$ cat src/rtl/synth_ctrl_port.sv
module synth_ctrl_port #(
  parameter int WORD_W    = 24,
  parameter int TC_W      = 4,
  parameter int TICK_MULT = 4
) (
  input  logic              clk,
  input  logic              rst_n,
  input  logic              ser_clk,
  input  logic              ser_data,
  input  logic              ser_le,
  input  logic              chip_en,
  input  logic              pd_event,
  output logic [WORD_W-1:0] ref_word,
  output logic [WORD_W-1:0] ab_word,
  output logic [WORD_W-1:0] func_word,
  output logic              cnt_reset,
  output logic              pwr_down,
  output logic              cp_tristate,
  output logic [2:0]        cp_code
);

  localparam int CNT_W  = $clog2(WORD_W + 2);
  localparam int TICK_W = $clog2((1 << TC_W) * TICK_MULT + 1);
  localparam logic [1:0] SEL_REF  = 2'b00;
  localparam logic [1:0] SEL_AB   = 2'b01;
  localparam logic [1:0] SEL_INIT = 2'b11;

  logic              sclk_q, le_q;
  logic [WORD_W-1:0] shreg;
  logic [CNT_W-1:0]  nbits;
  logic              first_ab, rst_pulse, sync_pd;
  logic [TICK_W-1:0] ticks;

  wire sclk_rise = ser_clk & ~sclk_q;
  wire le_rise   = ser_le & ~le_q;
  wire commit    = le_rise && (nbits == CNT_W'(WORD_W));
  wire [1:0] sel = shreg[1:0];
  wire commit_ab = commit && (sel == SEL_AB);

  wire              hold_rst = func_word[2];
  wire              pd1      = func_word[3];
  wire              cp3s     = func_word[8];
  wire              fl_en    = func_word[9];
  wire              fl_mode2 = func_word[10];
  wire [TC_W-1:0]   tc       = func_word[14:11];
  wire [2:0]        cur1     = func_word[17:15];
  wire [2:0]        cur2     = func_word[20:18];
  wire              pd2      = func_word[21];
  wire              gain     = ab_word[21];

  wire [TICK_W-1:0] tc_ext = TICK_W'(tc);
  wire [TICK_W-1:0] limit  = (tc_ext + TICK_W'(1)) * TICK_W'(TICK_MULT);

  assign cnt_reset   = rst_pulse | hold_rst;
  assign pwr_down    = ~chip_en | (pd1 & ~pd2) | sync_pd;
  assign cp_tristate = pwr_down | cnt_reset | cp3s;
  assign cp_code     = (fl_en & gain) ? cur2 : cur1;

  wire tmr_run  = fl_en & fl_mode2 & gain & ~pwr_down & ~cnt_reset;
  wire tmr_done = tmr_run & pd_event & (ticks == limit - TICK_W'(1));

  always_ff @(posedge clk or negedge rst_n) begin
    if (!rst_n) begin
      sclk_q <= 1'b0;
      le_q   <= 1'b0;
      shreg  <= '0;
      nbits  <= '0;
    end else begin
      sclk_q <= ser_clk;
      le_q   <= ser_le;
      if (sclk_rise) shreg <= {shreg[WORD_W-2:0], ser_data};
      if (le_rise) nbits <= '0;
      else if (sclk_rise && nbits != '1) nbits <= nbits + CNT_W'(1);
    end
  end

  always_ff @(posedge clk or negedge rst_n) begin
    if (!rst_n) begin
      ref_word  <= '0;
      func_word <= '0;
      ab_word   <= '0;
    end else begin
      if (commit && sel == SEL_REF) ref_word <= shreg;
      if (commit && sel[1]) func_word <= shreg;
      if (commit_ab) ab_word <= shreg;
      else if (tmr_done) ab_word[21] <= 1'b0;
    end
  end

  always_ff @(posedge clk or negedge rst_n) begin
    if (!rst_n) begin
      first_ab  <= 1'b0;
      rst_pulse <= 1'b0;
    end else begin
      rst_pulse <= commit && (sel == SEL_INIT || (sel == SEL_AB && first_ab));
      if (commit && sel == SEL_INIT) first_ab <= 1'b1;
      else if (commit_ab) first_ab <= 1'b0;
    end
  end

  always_ff @(posedge clk or negedge rst_n) begin
    if (!rst_n) sync_pd <= 1'b0;
    else        sync_pd <= pd1 & pd2 & (sync_pd | pd_event);
  end

  always_ff @(posedge clk or negedge rst_n) begin
    if (!rst_n)                 ticks <= '0;
    else if (commit_ab || !tmr_run) ticks <= '0;
    else if (pd_event)          ticks <= tmr_done ? '0 : ticks + TICK_W'(1);
  end

  assert_pulse_src_R4: assert property (@(posedge clk) disable iff (!rst_n)
    $rose(rst_pulse) |-> $past(le_rise));

  assert_ce_tristate_R8: assert property (@(posedge clk) disable iff (!rst_n)
    !chip_en |-> cp_tristate);

  assert_sync_on_event_R7: assert property (@(posedge clk) disable iff (!rst_n)
    $rose(sync_pd) |-> $past(pd_event));

  assert_tick_bound_R11: assert property (@(posedge clk) disable iff (!rst_n)
    ticks < limit);

  assert_mode1_gain_R12: assert property (@(posedge clk) disable iff (!rst_n)
    (!$past(commit_ab) && !$past(fl_mode2)) |-> $stable(ab_word[21]));

  assert_func_hold_R3: assert property (@(posedge clk) disable iff (!rst_n)
    !$past(commit) |-> $stable(func_word));

endmodule

$ cat config.mk
export PLATFORM = sky130hd
export DESIGN_NAME = synth_ctrl_port
export DESIGN_NICKNAME = d
export VERILOG_FILES = /design/src/rtl/synth_ctrl_port.sv
export SDC_FILE = /design/constraint.sdc
export NUM_CORES = 1
export LEC_CHECK = 0
export CAP_MARGIN = 20
export CORE_AREA = 4 4 100 102
export DETAILED_ROUTE_END_ITERATION = 16
export DIE_AREA = 0 0 104 106
export PLACE_DENSITY = 0.9
export SYNTH_ARGS = -nofsm -noshare
export SYNTH_HDL_FRONTEND = slang
export SYNTH_SLANG_ARGS = --single-unit
$ cat constraint.sdc
create_clock -name clk -period 2.7 [get_ports clk]
set_input_delay 0.54 -clock clk [delete_from_list [all_inputs] [get_ports clk]]
set_output_delay 0.54 -clock clk [all_outputs]
set_load 0.05 [all_outputs]
==> results by group <==
Timing
  – RSZ-0062 raised after global routing: false
  – Final Hold Fails: 0
  – Fin. max-slew vios: 0
  – Crit path time final: 2.55 ns
  – Final period util: 94.5%
  – Setup TNS: 0 ns
  – Slew @ Worst Pin: ~0.56 ns
  – Final Skew: 0.00657 ns
  – Fmax: 0.392 GHz
  – Slew HR: 62.5%
  – Setup Viol. Count Final: 0

Setup path
  – Critical path, cell by cell: or2_2 -> nand4bb_4 -> or2_2 -> buf_4
  – Setup crit end kind: primary output
  – Cell mode on critical path: or2_2
  – Required time worst endpoint: approximately 2.2 ns
  – Arrival @ worst endpoint: 2.01 ns
  – Largest stage delay, worst path: 0.40 ns
  – Worst setup SP type: register
  – Max FO, Critical Path: 3
  – CP max stage cell: dfrtp_1
  – Worst Path Class, Setup: reg2out

CTS
  – Num CTS Buffers: 17
  – CTS root buf: clkbuf_8
  – Latest clock arrival within the worst-skew pair: 0.50 ns
  – Clock sink count: 113
  – CTS tree: built
  – Clock transition at path regs: 0.06 ns
  – Clock tree buffer depth: 2
  – H-tree Lvls: 4
  – Post-CTS Setup Bufs: 0

Final layout
  – Diode count: 0
  – Non-Filler Instances: 557
  – Most frequent cells in the layout: dfrtp_1 (113), mux2_2 (94), clkdlybuf4s50_1 (78), clkbuf_16 (16), nor2_1 (15)
  – Fin nets: about 450
  – Fillers: 590
  – Area grow syn2layout: 34.7%
  – Share of cells above drive strength 1: 34.3%
  – Commonest non-fill, non-tap cell in the layout: dfrtp_1
  – Final design utilization: 69.1%

Detailed routing
  – Antenna Nets Post-Route: 0
  – Routed WL per cell: 19.1 um
  – Residual DRC count: 0
  – 1st-pass router iterations: 5
  – Initial DRC Count: 145
  – Routed WL: 10.6 mm
  – Vias per cell: 5.48
  – Routed vias: 3055

Die
  – I/O Pins: 85
  – Die Y: 106 um
  – Die area: 0.0110 mm2
  – Die extent in x: 104 um
  – Initial core utilization: 51.3%
  – Core area: between 0.009 and 0.01 mm2
  – Cell row count: 35

Synthesis
  – Synthesized instance count: 332
  – FFs w/ async S/R, synth: 100%
  – Yosys Warn Count: 0
  – Unique cell type count in the Yosys netlist: 39
  – #FFs+latches synth: 113
  – Sequential fraction of the synthesis area: 60.5%
  – Post-synthesis net count: 345
  – Post-synthesis area per instance: 14.1 um2
  – EDFF count, synth: 0
  – Mapped cell area: 0.00468 mm2
  – Prevailing post-synth register cell: dfrtp_1

Placed design
  – Final GP Congestion: 0.788
  – Placed Instances: 524
  – IO Port Bufs: 84
  – Placed wire-length estimate: 6.84 mm

Global route
  – Largest net degree at the start of global routing: 48
  – Total gr overflow: 0
  – First-pass GRT wire length: between 15 and 20 mm
  – Initial antenna violation count: 0
  – Number of global-route vias before repair: 3283
  – Gr usage total: between 20% and 30%

Pwr
  – Pleak: 3.01 nW
  – Maximum vdd drop: ~0.00052 V
  – P per Cell Area: 688 mW/mm2
  – Overall Power: 4.34 mW

Hold path
  – Hold Crit Class: reg2reg

Outcome
  – Outcome: finished clean

Job
  – Max cap viols: 0
-- final cells by class --
cell class                      instances  area, um2  share of cell area, %
Clock inverter                         14        159                   2.52
Clock buffer                           18        418                   6.64
Timing Repair Buffer                   96        947                   15.0
Sequential cell                       113       2830                   44.9
Inverter                                3       11.3                  0.179
Multi-Input combinational cell        202       1800                   28.5
Tap cell                              111        139                   2.21
-- metrics by stage --
step           area (um2)  setup WS, ns  hold slack (ns)
3_3_place_gp         5690         0.239            0.452
2_1_floorplan        4680         0.384            0.244
3_5_place_dp         5690        0.0865            0.464
6_report             6300         0.148            0.471
5_1_grt              6300        0.0772            0.490
4_1_cts              6280        0.0371            0.479
-- state kept, by name, indices dropped and copies added (netlist names) --
register / cells
ab_word: 24
first_ab: 1
func_word: 24
rst_pulse: 1
sclk_q: 1
ref_word: 24
shreg: 24
nbits: 5
sync_pd: 1
ticks: 7
le_q: 1
-- power breakdown --
| group | internal, mW | switching, mW | total [mW] |
|---|---|---|---|
| clock | 1.32 | 0.792 | 2.11 |
| combinational | 0.132 | 0.102 | 0.234 |
| sequential | 1.82 | 0.171 | 1.99 |
| total | 3.27 | 1.07 | 4.34 |
-- synthesized netlist by cell type (all sizes together), types with 4 or more instances --
| cell type | count | area [um2] |
|---|---|---|
| dfrtp | 113 | 2830 |
| mux2 | 94 | 1060 |
| nor2 | 16 | 67.6 |
| nand2 | 15 | 58.8 |
| nand3 | 10 | 50.1 |
| buf | 9 | 46.3 |
| or2 | 7 | 43.8 |
| a21oi | 6 | 30.0 |
| ha | 6 | 75.1 |
| nand2b | 6 | 37.5 |
| clkbuf | 5 | 20.0 |
| nor2b | 5 | 38.8 |
| xnor2 | 5 | 43.8 |
| a31oi | 4 | 25.0 |
| xor2 | 4 | 35.0 |
-- worst max-delay path: cells and delay by family (launching register included) --
kind | cells | cell delay, ns
simple gates | 3 | 0.92
flops | 1 | 0.40
buf+inv | 1 | 0.19
-- metal layers --
layer / vias to the layer above / GRT usage (%) / share of wire [%]
met5: - / 0 / 0
met1: 1581 / 25.1 / 41
li1: 1378 / - / -
met4: 0 / 6.93 / 1.2
met3: 11 / 5.89 / 4.2
met2: 85 / 34.8 / 53
-- worst paths after layout --
kind                                     from           end  slack (ns)  depth (start not counted)
worst max-delay path             func_word[2]   cp_tristate        0.15                          4
worst min-delay path             func_word[1]  func_word[1]        0.47                          1
worst max register to register  func_word[11]      ticks[5]        0.32                          7
worst min register to register   func_word[1]  func_word[1]        0.47                          1
max in group asynchronous               rst_n   ab_word[22]        1.50                          3
min in group asynchronous               rst_n  ref_word[13]        0.53                          2
-- logic make-up after synthesis --
kind of cell             share of synthesized area [%]
flip-flops                                        60.5
buffers and inverters                             1.66
XOR/XNOR                                          1.69
AND/OR/NAND/NOR                                   8.56
multiplexers                                      23.3
AO/OA/AOI/OAI                                     2.73
adder cells (fa/ha/maj)                           1.61
-- timing repair --
item                                   CTS  global route
endpoints found under the hold margin   33             0
hold buffers                             1             0
resized for setup                        4             2
setup endpoints to repair                4             6
Note: power is estimated with default switching activity, not from simulation.
